File: src/rtl/serial_tx_pkg.sv
`timescale 1ns/1ps
package serial_tx_pkg;

    // Default character width in bits.
    localparam int CHAR_W_DEF = 7;

    // Sequencer states; DATA covers seven bit periods through an index.
    typedef enum logic [1:0] {
        ST_STOP   = 2'd0,
        ST_START  = 2'd1,
        ST_DATA   = 2'd2,
        ST_PARITY = 2'd3
    } tx_step_e;

endpackage

File: src/rtl/char_holding_reg.sv
`timescale 1ns/1ps
module char_holding_reg #(
    parameter int CHAR_W = serial_tx_pkg::CHAR_W_DEF
) (
    input  logic              clk,
    input  logic              rst_n,
    input  logic              init_i,
    input  logic              hdr_i,
    input  logic              load_valid_i,
    input  logic [CHAR_W-1:0] load_char_i,
    input  logic              par_clear_i,
    output logic [CHAR_W-1:0] char_o,
    output logic              full_o
);

    localparam logic [CHAR_W-1:0] NULL_CODE = '0;
    localparam logic [CHAR_W-1:0] STX_CODE  = CHAR_W'(2);

    logic [CHAR_W-1:0] char_q, char_d;
    logic              full_q, full_d;

    // Write priority: initialize, header, parallel load, parity-step release.
    always_comb begin
        char_d = char_q;
        full_d = full_q;
        if (init_i) begin
            char_d = NULL_CODE;
            full_d = 1'b0;
        end else if (hdr_i) begin
            char_d = STX_CODE;
            full_d = 1'b1;
        end else if (load_valid_i && !full_q) begin
            char_d = load_char_i;
            full_d = 1'b1;
        end else if (par_clear_i) begin
            full_d = 1'b0;
        end
    end

    always_ff @(posedge clk or negedge rst_n) begin
        if (!rst_n) begin
            char_q <= NULL_CODE;
            full_q <= 1'b0;
        end else begin
            char_q <= char_d;
            full_q <= full_d;
        end
    end

    assign char_o = char_q;
    assign full_o = full_q;

    // initialize leaves NULL and empty
    assert_init_null_R1: assert property (@(posedge clk) disable iff (!rst_n)
        init_i |=> (char_q == NULL_CODE && !full_q));

    // header leaves STX and full
    assert_header_stx_R2: assert property (@(posedge clk) disable iff (!rst_n)
        (hdr_i && !init_i) |=> (char_q == STX_CODE && full_q));

    // a full register keeps its character against plain loads
    assert_load_ignored_R3: assert property (@(posedge clk) disable iff (!rst_n)
        (full_q && !init_i && !hdr_i) |=> $stable(char_q));

endmodule

File: src/rtl/tx_step_sequencer.sv
`timescale 1ns/1ps
module tx_step_sequencer #(
    parameter int CHAR_W = serial_tx_pkg::CHAR_W_DEF
) (
    input  logic                    clk,
    input  logic                    rst_n,
    input  logic                    tick_i,
    input  logic                    go_i,
    input  logic                    data_bit_i,
    input  logic                    parity_i,
    output logic                    capture_o,
    output logic                    shift_o,
    output logic                    enter_par_o,
    output serial_tx_pkg::tx_step_e step_o,
    output logic                    txd_o
);
    import serial_tx_pkg::*;

    localparam int          IDX_W    = (CHAR_W > 1) ? $clog2(CHAR_W) : 1;
    localparam logic [IDX_W-1:0] LAST_IDX = IDX_W'(CHAR_W - 1);

    tx_step_e         step_q, step_d;
    logic [IDX_W-1:0] idx_q, idx_d;

    // State register.
    always_ff @(posedge clk or negedge rst_n) begin
        if (!rst_n) begin
            step_q <= ST_STOP;
            idx_q  <= '0;
        end else begin
            step_q <= step_d;
            idx_q  <= idx_d;
        end
    end

    // Next-state logic: every move waits for a bit tick.
    always_comb begin
        step_d = step_q;
        idx_d  = idx_q;
        unique case (step_q)
            ST_STOP: begin
                if (tick_i && go_i) step_d = ST_START;
            end
            ST_START: begin
                if (tick_i) begin
                    step_d = ST_DATA;
                    idx_d  = '0;
                end
            end
            ST_DATA: begin
                if (tick_i) begin
                    if (idx_q == LAST_IDX) step_d = ST_PARITY;
                    else                   idx_d  = idx_q + 1'b1;
                end
            end
            ST_PARITY: begin
                if (tick_i) step_d = ST_STOP;
            end
            default: step_d = ST_STOP;
        endcase
    end

    // Output logic: strobes for the datapath and the line level.
    always_comb begin
        capture_o   = 1'b0;
        shift_o     = 1'b0;
        enter_par_o = 1'b0;
        txd_o       = 1'b1;
        unique case (step_q)
            ST_STOP: begin
                txd_o     = 1'b1;
                capture_o = tick_i && go_i;
            end
            ST_START: begin
                txd_o = 1'b0;
            end
            ST_DATA: begin
                txd_o       = data_bit_i;
                shift_o     = tick_i;
                enter_par_o = tick_i && (idx_q == LAST_IDX);
            end
            ST_PARITY: begin
                txd_o = parity_i;
            end
            default: txd_o = 1'b1;
        endcase
    end

    assign step_o = step_q;

    // a frame begins only from idle with enable, full and a tick
    assert_start_gated_R4: assert property (@(posedge clk) disable iff (!rst_n)
        (step_q == ST_START && $past(step_q) == ST_STOP) |-> $past(go_i && tick_i));

    // the data bit index never passes the last bit
    assert_bit_index_R5: assert property (@(posedge clk) disable iff (!rst_n)
        (step_q == ST_DATA) |-> (idx_q <= LAST_IDX));

    // states change only on bit ticks
    assert_tick_paced_R8: assert property (@(posedge clk) disable iff (!rst_n)
        (step_q != $past(step_q)) |-> $past(tick_i));

endmodule

File: src/rtl/frame_shifter.sv
`timescale 1ns/1ps
module frame_shifter #(
    parameter int CHAR_W = serial_tx_pkg::CHAR_W_DEF
) (
    input  logic              clk,
    input  logic              rst_n,
    input  logic              capture_i,
    input  logic              shift_i,
    input  logic [CHAR_W-1:0] char_i,
    input  logic              odd_i,
    output logic              data_bit_o,
    output logic              parity_o
);

    logic [CHAR_W-1:0] sh_q;
    logic              acc_q;

    // Snapshot at frame start; shift out LSB first while folding parity.
    always_ff @(posedge clk or negedge rst_n) begin
        if (!rst_n) begin
            sh_q  <= '0;
            acc_q <= 1'b0;
        end else if (capture_i) begin
            sh_q  <= char_i;
            acc_q <= 1'b0;
        end else if (shift_i) begin
            sh_q  <= {1'b0, sh_q[CHAR_W-1:1]};
            acc_q <= acc_q ^ sh_q[0];
        end
    end

    assign data_bit_o = sh_q[0];
    assign parity_o   = acc_q ^ odd_i;

    // the captured character is untouched outside capture and shift
    assert_snapshot_held_R10: assert property (@(posedge clk) disable iff (!rst_n)
        (!capture_i && !shift_i) |=> $stable(sh_q));

endmodule

File: src/rtl/serial_char_tx.sv
`timescale 1ns/1ps
module serial_char_tx #(
    parameter int CHAR_W = serial_tx_pkg::CHAR_W_DEF
) (
    input  logic              clk,
    input  logic              rst_n,
    input  logic              init_cmd,
    input  logic              header_cmd,
    input  logic              load_valid,
    input  logic [CHAR_W-1:0] load_char,
    output logic              hold_full,
    input  logic              tx_enable,
    input  logic              bit_tick,
    input  logic              odd_parity,
    output logic              txd
);
    import serial_tx_pkg::*;

    logic [CHAR_W-1:0] held_char;
    logic              capture, shift, enter_par;
    logic              data_bit, parity_bit;
    tx_step_e          step;

    char_holding_reg #(.CHAR_W(CHAR_W)) u_hold (
        .clk          (clk),
        .rst_n        (rst_n),
        .init_i       (init_cmd),
        .hdr_i        (header_cmd),
        .load_valid_i (load_valid),
        .load_char_i  (load_char),
        .par_clear_i  (enter_par),
        .char_o       (held_char),
        .full_o       (hold_full)
    );

    tx_step_sequencer #(.CHAR_W(CHAR_W)) u_seq (
        .clk         (clk),
        .rst_n       (rst_n),
        .tick_i      (bit_tick),
        .go_i        (tx_enable && hold_full),
        .data_bit_i  (data_bit),
        .parity_i    (parity_bit),
        .capture_o   (capture),
        .shift_o     (shift),
        .enter_par_o (enter_par),
        .step_o      (step),
        .txd_o       (txd)
    );

    frame_shifter #(.CHAR_W(CHAR_W)) u_shift (
        .clk        (clk),
        .rst_n      (rst_n),
        .capture_i  (capture),
        .shift_i    (shift),
        .char_i     (held_char),
        .odd_i      (odd_parity),
        .data_bit_o (data_bit),
        .parity_o   (parity_bit)
    );

    // the full flag is released when the parity step begins
    assert_full_release_R7: assert property (@(posedge clk) disable iff (!rst_n)
        (step == ST_PARITY && $past(step) != ST_PARITY)
            |-> (!hold_full || $past(load_valid) || $past(header_cmd)));

    // the idle/stop step keeps the line at mark
    assert_idle_mark_R9: assert property (@(posedge clk) disable iff (!rst_n)
        (step == ST_STOP) |-> txd);

endmodule

File: config.mk
export PLATFORM = sky130hd
export DESIGN_NAME = serial_char_tx
export DESIGN_NICKNAME = d
export VERILOG_FILES = /design/src/rtl/serial_tx_pkg.sv /design/src/rtl/char_holding_reg.sv /design/src/rtl/tx_step_sequencer.sv /design/src/rtl/frame_shifter.sv /design/src/rtl/serial_char_tx.sv
export SDC_FILE = /design/constraint.sdc
export NUM_CORES = 1
export LEC_CHECK = 0
export ABC_AREA = 1
export BUFFER_PORTS_ARGS = -buffer_cell sky130_fd_sc_hd__buf_2
export CAP_MARGIN = 20
export CORE_MARGIN = 2
export CORE_UTILIZATION = 45
export CTS_CLUSTER_SIZE = 30
export DETAILED_ROUTE_END_ITERATION = 16
export PLACE_DENSITY = 0.64
export SETUP_SLACK_MARGIN = 0.02
export SLEW_MARGIN = 15
export SYNTH_ARGS = -nofsm -noshare
export SYNTH_HDL_FRONTEND = slang
export SYNTH_SLANG_ARGS = --single-unit
File: constraint.sdc
create_clock -name clk -period 1.7 [get_ports clk]
set_clock_uncertainty 0.05 [all_clocks]
set_input_delay 0.17 -clock clk [delete_from_list [all_inputs] [get_ports clk]]
set_output_delay 0.17 -clock clk [all_outputs]
set_load 0.01 [all_outputs]
==> Yosys cells after proc, flatten, opt, wreduce, memory -nomap -nowiden <==
Cells that the tools add are included.
{ "totals": {"register_bits": 21, "inputBits": 15} }
{ "op_classes": {"eq_ne": 10, "addsub": 1, "bitwise_logic": 2, "reduce_logical": 12, "muxes": 25} }
{ "ops": {"columns": ["op", "n"], "rows": [
  ["2-to-1 mux 7 bit", 5],
  ["2-to-1 mux 2 bit", 5],
  ["2-to-1 mux 1 bit", 9],
  ["2-to-1 mux 3 bit", 3],
  ["!= test 2 bit, second input constant", 4],
  ["one-hot mux 2 bit (4 select lines)", 1],
  ["one-hot mux 3 bit (2 select lines)", 1],
  ["AND reduction 5 bit", 1],
  ["equality test 2 bit, second input constant", 2],
  ["logical AND 1 bit", 4],
  ["!= test 2 x 1 -> 1 bit, second input constant", 2],
  ["one-hot mux 1 bit (4 select lines)", 1],
  ["AND reduction 4 bit", 1],
  ["nonzero test 2 bit", 2],
  ["nonzero test 4 bit", 1],
  ["adder 3 x 1 -> 3 bit, second input constant", 1],
  ["equality test 3 bit, second input constant", 1],
  ["nonzero test 3 bit", 1],
  ["equality test 2 x 1 -> 1 bit, second input constant", 1],
  ["logical NOT 2 bit", 1],
  ["bitwise XOR 1 bit", 2],
  ["logical NOT 1 bit", 1]
]} }

==> Depth between registers and ports, before layout <==
{ "depth": {"depth_word": 7, "depth_mapped": 9, "ltp_nobuf": 9} }

==> Hierarchy <==
Synthesis repeated with hierarchy kept, for this count alone.
{ "hier_totals": {"hier_cells": 149, "hier_area_um2": 1196.1} }
{ "by_module_without_submodules": {"columns": ["module", "n_inst", "area_each_um2", "cells_per_inst", "seq_area_each_um2"], "rows": [
  ["tx_step_sequencer", 1, 420.4, 59, 125.1],
  ["char_holding_reg", 1, 391.6, 44, 200.2],
  ["frame_shifter", 1, 376.6, 44, 200.2],
  ["serial_char_tx", 1, 7.5, 2, 0.0]
]} }

==> Worst setup path before layout <==
Ideal clock, no wire load.
{ "synth_path": {"path_type": "register to register", "from": "reg u_seq.step_q[0] (netlist: u_seq.step_o[0])", "to": "reg u_shift.sh_q[2]", "setup_slack_ps": 364, "synth_period_minus_slack_ps": 1336, "stages_incl_launch_ff": 10, "required_time_ps": 1524, "arrival_ps": 1159, "path_cell_list": "dfrtp_1 inv_1 ha_1 buf_2 nand2_2 inv_2 nand2_1 nand2_1 nor2_1 a21oi_1"} }
{ "synth_between": {"elab_chain_cells": 3, "word_cells_on_any_way": 6} }
{ "synth_rtl": {"columns": ["item", "line", "rtl"], "rows": [
  ["from (decl)", "tx_step_sequencer.sv:22", "tx_step_e step_q, step_d;"],
  ["from (signal assigned)", "tx_step_sequencer.sv:31", "step_q <= step_d;"],
  ["equality test 2 bit or logical NOT 2 bit (tied branches)", "tx_step_sequencer.sv:69", "unique case (step_q)"],
  ["2-to-1 mux 1 bit", "tx_step_sequencer.sv:69", null],
  ["nonzero test 2 bit (no source line) or 2-to-1 mux 7 bit (tied branches)", null, null],
  ["to (signal assigned)", "frame_shifter.sv:24", "sh_q <= char_i;"],
  ["to (signal assigned)", "frame_shifter.sv:27", "sh_q <= {1'b0, sh_q[CHAR_W-1:1]};"],
  ["to (decl)", "frame_shifter.sv:15", "logic [CHAR_W-1:0] sh_q;"]
]} }
Several ways; a longest one is shown, not always the timed one.
A chain may end at the register's enable or synchronous reset.

==> Worst setup path after layout <==
{ "layout_path": {"from": "reg u_seq.step_q[0] (netlist: u_seq.step_o[0])", "to": "out txd"} }
{ "layout_between": {"elab_chain_cells": 2, "word_cells_on_any_way": 5} }
{ "layout_rtl": {"columns": ["item", "line", "rtl"], "rows": [
  ["equality test 2 bit, or another cell as far along", "tx_step_sequencer.sv:69", null],
  ["one-hot mux 1 bit (4 select lines) *", "tx_step_sequencer.sv:69", null],
  ["to (decl)", "serial_char_tx.sv:15", "output logic txd"]
]} }
Every way passes the cells marked *; elsewhere a longest branch is shown, timed or not.

==> results.txt <==
The run finished with clean final reports. Setup repair after global routing left no endpoint under its margin. The detail-routed via count per cell came out at between 4 and 5. The area of the core came out at ~0.0022 mm². The share of power burned in the clock network came out at between 10% and 20%. The maximum single-stage delay on the critical path is roughly 0.40 ns. The detail route stage leaves a number of antenna-violating nets equal to 0. The startpoint type of the worst setup path is a register. The area growth from synthesis to layout is 16.3%. The clock sink count is 21.

The area of the die came out at between 0.002 and 0.003 mm². Summed over all nets, wire length on met3 after detailed routing comes to 57 µm. TritonCTS built the clock tree. In the routed design, unresolved DRC markers number 0.

The count of buffers inserted at the top-level ports came out at 16. For this design the total switching power over the nets is between 600 and 700 µW. The initial cell density of the core came out at between 40% and 50%. After detailed routing, the wire length on met1 is 1070 µm.

The tool flagged a number of max-cap violations equal to 0. At the worst endpoint, the arrival time is between 1 and 1.5 ns. The number of inserted filler cells in the final layout is roughly 230.

CTS built an H-tree with a depth of 1. The post-synthesis sequential element count is 21. For the worst-skew pair, the clock arrives at the later sink with an insertion delay of around 0.31 ns. STA classifies the critical path endpoint as a primary output. The clock buffer count from CTS is 3. The leakage power figure came out at roughly 0.67 nW. After routing the design area is 0.00125 mm².

Routability-driven placement finished with a final weighted congestion of roughly 0.83. The total power divided by cell area is about 1300 mW/mm². The largest net degree at the start of global routing is 22.

Counting instances in the post-synthesis netlist gives the leading cell types as nand2_1, dfrtp_1, nand3_1. The area of the mapped netlist is between 0.001 and 0.0015 mm². The met2 wire length is 947 µm.

Headroom to the max-slew limit came out at between 60% and 70%. The clock transition at the register clock pins on the worst setup and hold paths after CTS is between 0.1 and 0.15 ns. The number of global-route vias before repair came out at 848.

The final worst hold slack came out at roughly 0.053 ns. The HPWL after detailed placement came out at 1550 µm. The final setup slack of the worst path came out at 0.106 ns. The number of enable-type register cells in the synthesized netlist is 0.

The post-placement setup slack is between 0.1 and 0.15 ns. The share of power burned in registers is between 40% and 50%. In this run the worst hold path is classified as primary input to register. The routed via count is between 800 and 900.

The tree is rooted in a clkbuf_4. The number of I/O pins is 17. The leftover overflow at the end of global routing is 0. The synthesized area per cell is ~8 µm². The repair_antennas step left the layout with diodes totalling 0. Ranked by total cell area, the synthesized netlist is headed by dfrtp_1, nand2_1, nand3_1.

The most instantiated library cell after synthesis is nand2_1. The distinct cell type count of the synthesized netlist came out at 16. From left edge to right edge, the die measures between 50 and 60 µm.

The number of pins with negative max-slew slack in the final report is 0. The total count of hold-check failures in the final report came out at 0. The area after detailed placement is 0.00119 mm². The number of cell rows came out at 17.

The fmax came out at about 630 MHz. After detailed routing, the average wire length per cell comes to around 11 µm. The data required time at the worst endpoint is approximately 1.5 ns.

The time the worst path needs with I/O delays and setup is 1.59 ns. The switching power as a share of total power is between 30% and 40%. The sequential fraction of the synthesis area came out at a little under 50%. The net count after synthesis is between 150 and 200. The highest metal layer carrying signal wires in the routed design is met4. The maximum count of clock buffers along a single path is 2. The maximum net fanout on the critical path came out at 7. Summed over all instances, the cell type with the most area after synthesis is dfrtp_1. The first-pass GRT wire length came out at roughly 3700 µm. The total track usage came out at between 10% and 20%. The instance count along the most critical hold path is 3.

The worst setup path is of the register to primary output kind. The critical path goes through inv_1 > ha_2 > a21oi_1 > o21ai_0 > buf_2. The final layout net count is 178. The cell count after synthesis came out at 133.

IR analysis of the VDD net gives a maximum drop of between 0.8 and 0.9 mV. The floorplan die height is between 50 and 60 µm. The setup-violating endpoint count in the final report came out at 0. The largest individual stage delay along the critical path comes from the cell dfrtp_1. The fraction of post-synthesis cell area in the top cell type by area is about half. The part of the total power dissipated in combinational logic is 41.2%. In the final layout, the share of cells above drive strength 1 is 17.9%.

The post-route fraction of the period consumed by the critical path is a little over nine tenths. The flip-flop cell with the highest count after synthesis is dfrtp_1. For this block, the initial DRC count from the detailed router was 11. The total length of routed wires is approximately 2100 µm.

The number of cells on the worst reg-to-reg path is 8. The number of synthesis warnings is 0. Adding up every negative setup slack in the final design gives 0 ns. The transition time of the tightest slew-check pin is 0.478 ns. The internal power contribution is 1.02 mW. The number of antenna violations at the first check in global routing came to 0.

The fraction of registers with async set/reset came out at between 90% and 100%. The number of iterations in the first detailed-routing pass came out at 4.
-- worst paths after layout --
path / from / to / slack [ns]
setup / recovery: u_seq.step_o[0]$_DFFE_PN0P_ / txd / 0.11
hold / removal: load_char[0] / u_hold.char_o[0]$_DFFE_PN0P_ / 0.05
setup reg to reg: u_seq.step_o[0]$_DFFE_PN0P_ / u_shift.sh_q[5]$_DFFE_PN0P_ / 0.24
hold reg to reg: u_hold.char_o[5]$_DFFE_PN0P_ / u_shift.sh_q[5]$_DFFE_PN0P_ / 0.47
max in group asynchronous: rst_n / u_hold.char_o[5]$_DFFE_PN0P_ / 0.98
min in group asynchronous: rst_n / u_seq.step_o[0]$_DFFE_PN0P_ / 0.28
-- cell families (layout without fill, tap and decap cells) --
| kind of cell | count (synthesis) | in the layout | synth area share, % |
|---|---|---|---|
| AO/OA/AOI/OAI | 19 | 19 | 9.64 |
| XOR/XNOR | 2 | 2 | 1.63 |
| adder cells (fa/ha/maj) | 6 | 6 | 6.97 |
| buffers and inverters | 19 | 42 | 6.74 |
| flip-flops | 21 | 21 | 48.8 |
| AND/OR/NAND/NOR | 66 | 66 | 26.2 |
-- power groups by stage --
stage / sequential [mW] / combinational, mW / clock, mW
finish: 0.738 / 0.688 / 0.244
global route: 0.757 / 0.801 / 0.278
CTS: 0.738 / 0.657 / 0.264
global placement: 0.747 / 0.604 / 0
floorplan: 0.726 / 0.483 / 0
detailed placement: 0.755 / 0.625 / 0
-- layout by cell type (no fill, tap or decap) --
cell type,n
nand2_1,39
xor2_1,1
o21ai_0,6
a21oi_1,6
ha_2,2
nand4_1,1
nand3_1,18
clkinv_2,1
clkbuf_4,3
buf_2,16
dlygate4sd3_1,1
dfrtp_1,21
xnor2_1,1
nand2_2,1
o22ai_1,7
inv_1,17
nor2_4,1
nor2_1,6
buf_4,3
ha_1,4
inv_2,1
-- timing repair --
item	4_1_cts	5_1_grt
endpoints found under the setup margin	1	1
setup buffers	1	2
gates resized for setup	1	1
hold buffers	1	0
endpoints found under the hold margin	21	0
-- registers in the layout, summed over array words and instances (netlist names) --
| register | cells |
|---|---|
| u_hold.char_o | 7 |
| u_shift.acc_q | 1 |
| u_seq.idx_q | 3 |
| u_shift.sh_q | 7 |
| u_seq.step_o | 2 |
| u_hold.full_o | 1 |
-- critical path, delay by kind of cell (launching register included) --
| family | cells | cell delay [ns] |
|---|---|---|
| adders and majority gates | 1 | 0.27 |
| DFF | 1 | 0.40 |
| buffers and inverters | 2 | 0.24 |
| AOI/OAI and AO/OA | 2 | 0.16 |
-- per-stage QoR --
| stage | std cells | util [%] | total power [mW] |
|---|---|---|---|
| detailed placement | 176 | 53.2 | 1.38 |
| global placement | 176 | 53.2 | 1.35 |
| global route | 184 | 56.1 | 1.84 |
| finish | 184 | 56.1 | 1.67 |
| floorplan | 133 | - | 1.21 |
| CTS | 182 | 55.3 | 1.66 |
-- layer usage --
layer / GRT usage, % / up-vias
met1: 23.5 / 391
met2: 29.4 / 16
met5: 0 / -
met3: 3.39 / 2
li1: - / 477
met4: 7.69 / 0
-- layout make-up --
class	count	area, µm²	area share, %
multi-input cells	93	484	38.7
well taps	28	35.0	2.80
clock buffers	3	22.5	1.80
clock inverters	1	5.00	0.400
inverters	18	67.6	5.39
flip-flops and latches	21	526	42.0
repair buffers	20	113	8.99
Power figures use the tool's default switching activity.
